$ cat config.mk
export PLATFORM = sky130hd
export DESIGN_NAME = rmii_tx_serializer
export DESIGN_NICKNAME = d
export VERILOG_FILES = /design/src/rtl/rmii_tx_pkg.sv /design/src/rtl/rmii_tx_gap_timer.sv /design/src/rtl/rmii_tx_dibit_shifter.sv /design/src/rtl/rmii_tx_seq.sv /design/src/rtl/rmii_tx_serializer.sv
export SDC_FILE = /design/constraint.sdc
export NUM_CORES = 1
export LEC_CHECK = 0
export ABC_CLOCK_PERIOD_IN_PS = 2900
export CORE_MARGIN = 10
export CORE_UTILIZATION = 56
export CTS_BUF_LIST = sky130_fd_sc_hd__clkbuf_16
export DETAILED_ROUTE_END_ITERATION = 12
export GPL_TIMING_DRIVEN = 0
export PLACE_DENSITY = 0.9
export SLEW_MARGIN = 20
export SYNTH_ARGS = -nofsm -noshare
export SYNTH_HDL_FRONTEND = slang
export SYNTH_HIERARCHICAL = 1
export SYNTH_SLANG_ARGS = --single-unit
$ cat constraint.sdc
create_clock -name clk -period 2.9 [get_ports clk]
set_input_delay 0.29 -clock clk [delete_from_list [all_inputs] [get_ports clk]]
set_output_delay 0.29 -clock clk [all_outputs]
set_load 0.02 [all_outputs]
$ cat src/rtl/rmii_tx_pkg.sv
package rmii_tx_pkg;

  typedef enum logic [1:0] {
    TX_IDLE  = 2'd0,
    TX_PRE   = 2'd1,
    TX_DATA  = 2'd2
  } tx_state_t;

  localparam logic [7:0] PRE_PATTERN = 8'h55;
  localparam logic [7:0] SFD_PATTERN = 8'hD5;

endpackage

$ cat src/rtl/rmii_tx_gap_timer.sv
module rmii_tx_gap_timer #(
  parameter int IFG_CLKS = 48
) (
  input  logic clk,
  input  logic rst,
  input  logic frame_end,
  output logic gap_done
);

  localparam int CW = $clog2(IFG_CLKS + 1);
  localparam logic [CW-1:0] RELOAD = CW'(IFG_CLKS - 1);

  logic [CW-1:0] cnt_q;

  always_ff @(posedge clk) begin
    if (rst) begin
      cnt_q <= '0;
    end else if (frame_end) begin
      cnt_q <= RELOAD;
    end else if (cnt_q != '0) begin
      cnt_q <= cnt_q - 1'b1;
    end
  end

  assign gap_done = (cnt_q == '0);

endmodule

$ cat src/rtl/rmii_tx_dibit_shifter.sv
module rmii_tx_dibit_shifter #(
  parameter int BYTE_W = 8
) (
  input  logic              clk,
  input  logic              rst,
  input  logic              tx_en,
  input  logic              load,
  input  logic [BYTE_W-1:0] load_byte,
  input  logic              shift,
  input  logic              clear,
  output logic [1:0]        txd
);

  logic [BYTE_W-1:0] sh_q;
  logic [1:0]        txd_q;

  always_ff @(posedge clk) begin
    if (rst) begin
      sh_q  <= '0;
      txd_q <= 2'b00;
    end else if (clear) begin
      sh_q  <= '0;
      txd_q <= 2'b00;
    end else if (load) begin
      txd_q <= load_byte[1:0];
      sh_q  <= load_byte >> 2;
    end else if (shift) begin
      txd_q <= sh_q[1:0];
      sh_q  <= sh_q >> 2;
    end
  end

  assign txd = txd_q;

  AST_IDLE_ZERO: assert property (@(posedge clk) disable iff (rst)
    !tx_en |-> txd_q == 2'b00);
  AST_FIRST_DIBIT: assert property (@(posedge clk) disable iff (rst)
    $rose(tx_en) |-> txd_q == 2'b01);

endmodule

$ cat src/rtl/rmii_tx_seq.sv
module rmii_tx_seq
  import rmii_tx_pkg::*;
#(
  parameter int BYTE_W    = 8,
  parameter int PRE_BYTES = 7
) (
  input  logic              clk,
  input  logic              rst,
  input  logic              in_valid,
  input  logic [BYTE_W-1:0] in_data,
  input  logic              in_last,
  input  logic              gap_done,
  output logic              in_ready,
  output logic              tx_en,
  output logic              underrun,
  output logic              frame_end,
  output logic              sh_load,
  output logic [BYTE_W-1:0] sh_byte,
  output logic              sh_shift,
  output logic              sh_clear
);

  localparam int DIBITS = BYTE_W / 2;
  localparam int DW     = $clog2(DIBITS);
  localparam int PW     = $clog2(PRE_BYTES + 1);
  localparam logic [DW-1:0] DIB_MAX  = DW'(DIBITS - 1);
  localparam logic [DW-1:0] DIB_PREV = DW'(DIBITS - 2);
  localparam logic [PW-1:0] PRE_SFD  = PW'(PRE_BYTES);
  localparam logic [PW-1:0] PRE_END  = PW'(PRE_BYTES - 1);

  tx_state_t     state_q;
  logic [DW-1:0] dib_q;
  logic [PW-1:0] pre_q;
  logic          last_q;
  logic          en_q;
  logic          rdy_q;
  logic          ur_q;

  logic dib_last, start, pre_next, accept, starve, done_last, wants_byte, rdy_next;

  always_comb begin
    dib_last   = (dib_q == DIB_MAX);
    start      = (state_q == TX_IDLE) && in_valid && gap_done;
    pre_next   = (state_q == TX_PRE) && dib_last && (pre_q != PRE_SFD);
    accept     = rdy_q && in_valid;
    starve     = rdy_q && !in_valid;
    done_last  = (state_q == TX_DATA) && dib_last && last_q;
    wants_byte = ((state_q == TX_PRE) && (pre_q == PRE_SFD)) ||
                 ((state_q == TX_DATA) && !last_q);
    rdy_next   = wants_byte && (dib_q == DIB_PREV);
  end

  always_comb begin
    sh_load  = start || pre_next || accept;
    sh_shift = en_q && !dib_last;
    sh_clear = starve || done_last;
    if (start) begin
      sh_byte = BYTE_W'(PRE_PATTERN);
    end else if (pre_next) begin
      sh_byte = (pre_q == PRE_END) ? BYTE_W'(SFD_PATTERN) : BYTE_W'(PRE_PATTERN);
    end else begin
      sh_byte = in_data;
    end
  end

  always_ff @(posedge clk) begin
    if (rst) begin
      state_q <= TX_IDLE;
      dib_q   <= '0;
      pre_q   <= '0;
      last_q  <= 1'b0;
      en_q    <= 1'b0;
      rdy_q   <= 1'b0;
      ur_q    <= 1'b0;
    end else begin
      rdy_q <= rdy_next;
      ur_q  <= starve;
      case (state_q)
        TX_IDLE: begin
          if (start) begin
            state_q <= TX_PRE;
            en_q    <= 1'b1;
            dib_q   <= '0;
            pre_q   <= '0;
            last_q  <= 1'b0;
          end
        end
        TX_PRE: begin
          if (!dib_last) begin
            dib_q <= dib_q + 1'b1;
          end else if (pre_next) begin
            pre_q <= pre_q + 1'b1;
            dib_q <= '0;
          end else if (accept) begin
            state_q <= TX_DATA;
            dib_q   <= '0;
            last_q  <= in_last;
          end else begin
            state_q <= TX_IDLE;
            en_q    <= 1'b0;
          end
        end
        TX_DATA: begin
          if (!dib_last) begin
            dib_q <= dib_q + 1'b1;
          end else if (last_q) begin
            state_q <= TX_IDLE;
            en_q    <= 1'b0;
          end else if (accept) begin
            dib_q  <= '0;
            last_q <= in_last;
          end else begin
            state_q <= TX_IDLE;
            en_q    <= 1'b0;
          end
        end
        default: begin
          state_q <= TX_IDLE;
          en_q    <= 1'b0;
        end
      endcase
    end
  end

  assign in_ready  = rdy_q;
  assign tx_en     = en_q;
  assign underrun  = ur_q;
  assign frame_end = sh_clear;

  AST_READY_SLOT: assert property (@(posedge clk) disable iff (rst)
    rdy_q |-> en_q && dib_q == DIB_MAX);
  AST_UNDERRUN_EDGE: assert property (@(posedge clk) disable iff (rst)
    ur_q |-> !en_q && $past(en_q));
  AST_UNDERRUN_PULSE: assert property (@(posedge clk) disable iff (rst)
    ur_q |=> !ur_q);
  AST_START_CLEAN: assert property (@(posedge clk) disable iff (rst)
    $rose(en_q) |-> dib_q == '0 && pre_q == '0);

endmodule

$ cat src/rtl/rmii_tx_serializer.sv
module rmii_tx_serializer #(
  parameter int BYTE_W    = 8,
  parameter int PRE_BYTES = 7,
  parameter int IFG_CLKS  = 48
) (
  input  logic              clk,
  input  logic              rst,
  input  logic              in_valid,
  input  logic [BYTE_W-1:0] in_data,
  input  logic              in_last,
  output logic              in_ready,
  output logic              tx_en,
  output logic [1:0]        txd,
  output logic              underrun
);

  logic              gap_done;
  logic              frame_end;
  logic              sh_load;
  logic [BYTE_W-1:0] sh_byte;
  logic              sh_shift;
  logic              sh_clear;

  rmii_tx_seq #(
    .BYTE_W    (BYTE_W),
    .PRE_BYTES (PRE_BYTES)
  ) u_seq (
    .clk       (clk),
    .rst       (rst),
    .in_valid  (in_valid),
    .in_data   (in_data),
    .in_last   (in_last),
    .gap_done  (gap_done),
    .in_ready  (in_ready),
    .tx_en     (tx_en),
    .underrun  (underrun),
    .frame_end (frame_end),
    .sh_load   (sh_load),
    .sh_byte   (sh_byte),
    .sh_shift  (sh_shift),
    .sh_clear  (sh_clear)
  );

  rmii_tx_dibit_shifter #(
    .BYTE_W (BYTE_W)
  ) u_shift (
    .clk       (clk),
    .rst       (rst),
    .tx_en     (tx_en),
    .load      (sh_load),
    .load_byte (sh_byte),
    .shift     (sh_shift),
    .clear     (sh_clear),
    .txd       (txd)
  );

  rmii_tx_gap_timer #(
    .IFG_CLKS (IFG_CLKS)
  ) u_gap (
    .clk       (clk),
    .rst       (rst),
    .frame_end (frame_end),
    .gap_done  (gap_done)
  );

  AST_GAP_RESPECT: assert property (@(posedge clk) disable iff (rst)
    $rose(tx_en) |-> $past(gap_done));
  AST_READY_NEEDS_EN: assert property (@(posedge clk) disable iff (rst)
    in_ready |-> tx_en);

endmodule

======== Word-level counts from Yosys, hierarchy flattened ========
Cells that the tools add are included.
storage, ports and cells
  bits in writable memories ............... 0
  latch bits .............................. 0
  memories kept ........................... 0
  output and inout bits ................... 5
  memory bits (read-only) ................. 0
  logic and storage cells ................. 104
  register bits ........................... 25
operators by class
  shift operators ......................... 0
  add/sub/neg operators ................... 3
  order comparisons ....................... 0
  mux-type cells .......................... 43
  div/mod/pow operators ................... 0
  reduce and logical (&&, ||, !) cells .... 32
  bitwise operators ....................... 0
  multipliers ............................. 0
  eq/ne operators ......................... 15
operator list
  operator               count
  $mux W2                15
  $mux W6                4
  $mux W8                3
  $mux W1                13
  $logic_and A1 B1 Y1    12
  $pmux W2 S3            2
  $ne A2 B1 Y1 const B   5
  $mux W3                3
  $reduce_and A4 Y1      2
  $eq A2 B2 Y1 const B   3
  $eq A3 B3 Y1 const B   2
  $logic_not A6 Y1       1
  $ne A3 B3 Y1 const B   2
  $pmux W1 S3            2
  $pmux W3 S2            1
  $reduce_and A6 Y1      1
  $reduce_bool A2 Y1     3
  $reduce_bool A6 Y1     1
  $sub A6 B1 Y6 const B  1
  $reduce_and A5 Y1      1
  $logic_or A1 B1 Y1     4
  $add A3 B1 Y3 const B  1
  $logic_not A1 Y1       3
  $ne A3 B2 Y1 const B   1
  other kinds (7)        7

======== Longest topological paths before layout ========
  word-level depth ........................ 6
  depth in mapped cells ................... 10
  mapped depth without buffers ............ 8

======== Hierarchy ========
Netlist, hierarchy kept.
modules (own cells, without submodules)
  module                 area each (µm²)  instances  cells an instance
  rmii_tx_seq            892.1            1          100
  rmii_tx_dibit_shifter  407.9            1          35
  rmii_tx_gap_timer      332.8            1          36

======== Least setup slack after synthesis ========
Ideal clock, no wire load.
  path type ............................... register to register
  start point ............................. register u_gap.cnt_q[0]
  end point ............................... register u_seq.en_q, in the netlist u_seq/tx_en
  cell stages (with the launch flop) ...... 9
  buffers on the path ..................... 0
  library setup time ...................... 0.087 ns
  required time ........................... 2.813 ns
  path slack .............................. 0.479 ns
  arrival time ............................ 2.334 ns
  period minus slack after synthesis ...... 2.421 ns
  cell sequence ........................... dfxtp_1 -> inv_1 -> ha_1 -> nand2b_1 -> nor4_1 -> a21boi_4 -> nor3_4 -> mux2_4 -> o31ai_1
on the way
  cells in the longest elaborated chain, start to end .. 4
ends and longest elaborated chain
  what                         line                      source
  start, declared              rmii_tx_gap_timer.sv:13   logic [CW-1:0] cnt_q;
  start signal, assigned       rmii_tx_gap_timer.sv:21   cnt_q <= cnt_q - 1'b1;
  $logic_not A6 Y1             rmii_tx_gap_timer.sv:25   assign gap_done = (cnt_q == '0);
  named net gap_done           rmii_tx_serializer.sv:17  logic gap_done;
  $logic_and A1 B1 Y1          rmii_tx_seq.sv:43         start = (state_q == TX_IDLE) && in_valid && gap_done;
  $ne A2 B1 Y1 (no line)       -
  $reduce_and A4 Y1 (no line)  -
  end signal, assigned         rmii_tx_seq.sv:72         en_q <= 1'b0;
  end signal, assigned         rmii_tx_seq.sv:82         en_q <= 1'b1;
  end signal, assigned         rmii_tx_seq.sv:100        en_q <= 1'b0;
  end, declared                rmii_tx_seq.sv:35         logic en_q;
The timed path passes the listed nets, and every way through them passes these cells.
A chain may end at the register's enable or synchronous reset.

======== Worst setup path after layout ========
  start point ............................. register u_gap.cnt_q[0]
  end point ............................... register u_seq.state_q[1]
on the way
  cells in the longest elaborated chain, start to end .. 4
ends and longest elaborated chain
  what                         line                      source
  $logic_not A6 Y1             rmii_tx_gap_timer.sv:25
  named net gap_done           rmii_tx_serializer.sv:17
  $logic_and A1 B1 Y1          rmii_tx_seq.sv:43
  $ne A2 B1 Y1 (no line)       -
  $reduce_and A5 Y1 (no line)  -
  end signal, assigned         rmii_tx_seq.sv:68         state_q <= TX_IDLE;
  end signal, assigned         rmii_tx_seq.sv:81         state_q <= TX_PRE;
  end signal, assigned         rmii_tx_seq.sv:95         state_q <= TX_DATA;
  end, declared                rmii_tx_seq.sv:31         tx_state_t state_q;
The timed path passes the listed nets, and every way through them passes these cells.

==> flow_summary.yaml <==
detailed_routing:
  wl_met1_um: 1700
  vias: 1406
  wl_um: 3900
  firstDrtPassIters: 4
  dr_wl_met3_um: 239
  drc: 0
  routedWlPerCell_um: 17.7
  antenna_left: 0
  highest_layer: "met4"
  met2_length_um: 1890
  vias_per_cell: 6.36
  drt_iter0_drc: 96
run:
  cap_viol_max_count: 0
critical_path:
  cp.required_ns: 3.05
  critical_path_class: "reg -> reg"
  critical_path.startpoint_type: "flop"
  worst_setup_path_end_kind: "flop"
  cpMaxStageDelayCell: "nor4_2"
  path_cells: "inv_1, ha_1, nand2b_1, nor4_2, a21boi_4, nor3_4, o21ai_2, a221oi_1"
  critPathMaxFanout: 8
  cp_data_arrival_time_ns: 2.69
  max_stage_delay_ns: 0.65
yosys:
  synth_top_area_share_pct: 30.7
  netlist_instances: 171
  synth_area_per_cell_um2: 9.55
  synth_seq_cells: 25
  synth_cell_types: 51
  yosys.area.top_type: "dfxtp_1"
  synth_nets: 194
  synth_area_um2: 1630
  yosysWarnings: 6
  synth_edf_count: 0
  synthTopCellsByArea: "dfxtp_1 (31%), ha_1 (8.4%), nand2b_1 (6.9%)"
  synth_ff_type: "dfxtp_1"
  yosysMostFrequentCell: "dfxtp_1"
  async_flop_share_pct: 0
  synth_common_cells: "dfxtp_1 (25), nand2b_1 (18), nor2_1 (12)"
  seq_area_frac_synth_pct: 30.7
placed_design:
  dpl.hpwl_um: 2840
  post-place-ws_ns: 0.439
  port_buffers: 15
  gp_congestion: 0.867
floorplan:
  initial_core_util_pct: 58.7
  fp.coreArea_um2: 2780
  rows: 19
  fp.dieW_um: 74.0
  die_area_um2: 5480
  die_h_um: 74.0
  num_io_pins: 17
timing:
  slew_violations: 0
  worst_slew_pin_slew_ns: 0.806
  holdWs_ns: 0.439
  fmax_mhz: 394
  fin_skew_ns: 0.00394
  hold_viol_final: 0
  rsz0062_at_grt: "no"
  setup_viol: 0
  final.setup.worst_slack_ns: 0.360
  max_slew_margin_pct: 45.8
  fin_crit_ns: 2.54
  finalCritPeriodShare_pct: 87.6
  fin_tns_setup_ns: 0
clock_network:
  ctsHtreeMaxLevel: 1
  cts_tree: "yes"
  cts_resized: 0
  ctsLongestPathBuffers: 2
  clock_latency_ns: 0.26
  ctsHoldBuffers: 0
  cts_buffers: 3
  clk_pin_slew_ns: 0.06
  postCtsSetupBuffers: 0
  cts_root_buf: "clkbuf_16"
  clock_sinks: 25
global_route:
  groute.usage.overall_pct: 14.7
  antenna_found_initial: 0
  gr-total-overflow: 0
  grt_pass1_vias: 1414
  grt_pass1_wl_um: 6510
  grt_max_degree: 14
power_and_ir_drop:
  power_density_nw_per_um2: 1050
  total_power_w: 0.00201
  leakage_nw: 0.824
  ir_drop_mv: 0.773
layout:
  fin_util_pct: 68.6
  drive_gt1_share_pct: 14.2
  syn_to_final_growth_pct: 16.8
  diodes: 0
  nNetsFinal: 214
hold_path:
  min_path_type: "in -> reg"
outcome:
  status: "completed"
==> cells by family (layout without fill, tap and decap cells) <==
family                   Yosys count  count (layout)  share of synthesized area (%)
multiplexers                       9               9                           7.66
buffers and inverters             17              36                           5.82
flip-flops                        25              25                           30.7
adder cells (fa/ha/maj)           11              11                           8.43
AND/OR/NAND/NOR                   69              69                           25.6
AO/OA/AOI/OAI                     39              39                           21.3
XOR/XNOR                           1               1                          0.536
==> sequential cells by signal, indices dropped and copies added (netlist names) <==
| signal | count |
|---|---|
| u_shift/sh_q | 6 |
| u_gap/cnt_q | 6 |
| u_seq/state_q | 2 |
| u_seq/tx_en | 1 |
| u_seq/in_ready | 1 |
| u_seq/pre_q | 3 |
| u_seq/underrun | 1 |
| u_seq/last_q | 1 |
| u_shift/txd | 2 |
| u_seq/dib_q | 2 |
==> critical path: cells and delay by family (launching register included) <==
family,cells,cell delay [ns]
compound gates,3,0.67
flops,1,0.35
fa+ha+maj,1,0.19
simple gates,3,1.09
buf+inv,1,0.14
==> path summary, 6_finish.rpt <==
check / startpoint / endpoint / slack, ns / cells past startpoint
worst min-delay path: in_valid / u_seq/underrun / 0.44 / 3
worst min register to register: u_seq/dib_q[1] / u_seq/dib_q[1] / 0.53 / 2
worst max-delay path: u_gap/cnt_q[0] / u_seq/state_q[1] / 0.36 / 8
worst max register to register: u_gap/cnt_q[0] / u_seq/state_q[1] / 0.36 / 8
==> cell type report <==
| class | instances | area [µm²] |
|---|---|---|
| plain buffers | 7 | 57.6 |
| well taps | 31 | 38.8 |
| multi-input cells | 129 | 1040 |
| repair buffers | 15 | 150 |
| inverters | 10 | 37.5 |
| fillers | 230 | 875 |
| flip-flops and latches | 25 | 500 |
| clock inverters | 1 | 3.75 |
| clock buffers | 3 | 75.1 |
==> layout by cell type (no fill, tap or decap), types with 2 or more instances in the layout <==
master	synthesis	final
or3_1	3	3
a22oi_1	2	2
a311oi_1	2	2
a31oi_1	3	3
clkdlybuf4s50_1	0	15
o311a_1	2	2
mux2i_1	2	2
nand2b_1	18	18
dfxtp_1	25	25
and2_1	4	4
and2b_1	2	2
clkbuf_16	0	3
inv_1	10	11
nor2b_1	2	2
or3b_1	2	2
buf_4	2	2
nand2_1	6	6
a21oi_1	7	7
o211a_1	6	6
nor2_1	12	12
a21boi_1	2	2
buf_6	3	3
nand3_1	2	2
ha_1	11	11
a211oi_1	2	2
a211o_1	2	2
nand4b_1	2	2
nor3_1	4	4
nor3b_1	2	2
mux2_4	7	7
==> through the flow <==
step,std cells,cell area (µm²)
detailed placement,217,1830
finish,221,1910
floorplan,171,1630
CTS,221,1910
global placement,217,1820
global route,221,1910
==> routing by layer <==
metal / vias up / global-route usage, %
met1: 689 / 16.3
met5: - / 0
met4: 0 / 6.63
li1: 660 / -
met3: 9 / 3.06
met2: 48 / 26.2
==> where the power goes <==
group,switching (W),total [W],internal [W]
Sequential,0.000110,0.000569,0.000459
Combinational,0.000602,0.00114,0.000537
Clock,0.000115,0.000300,0.000184
(Power assumes the default switching activity.)
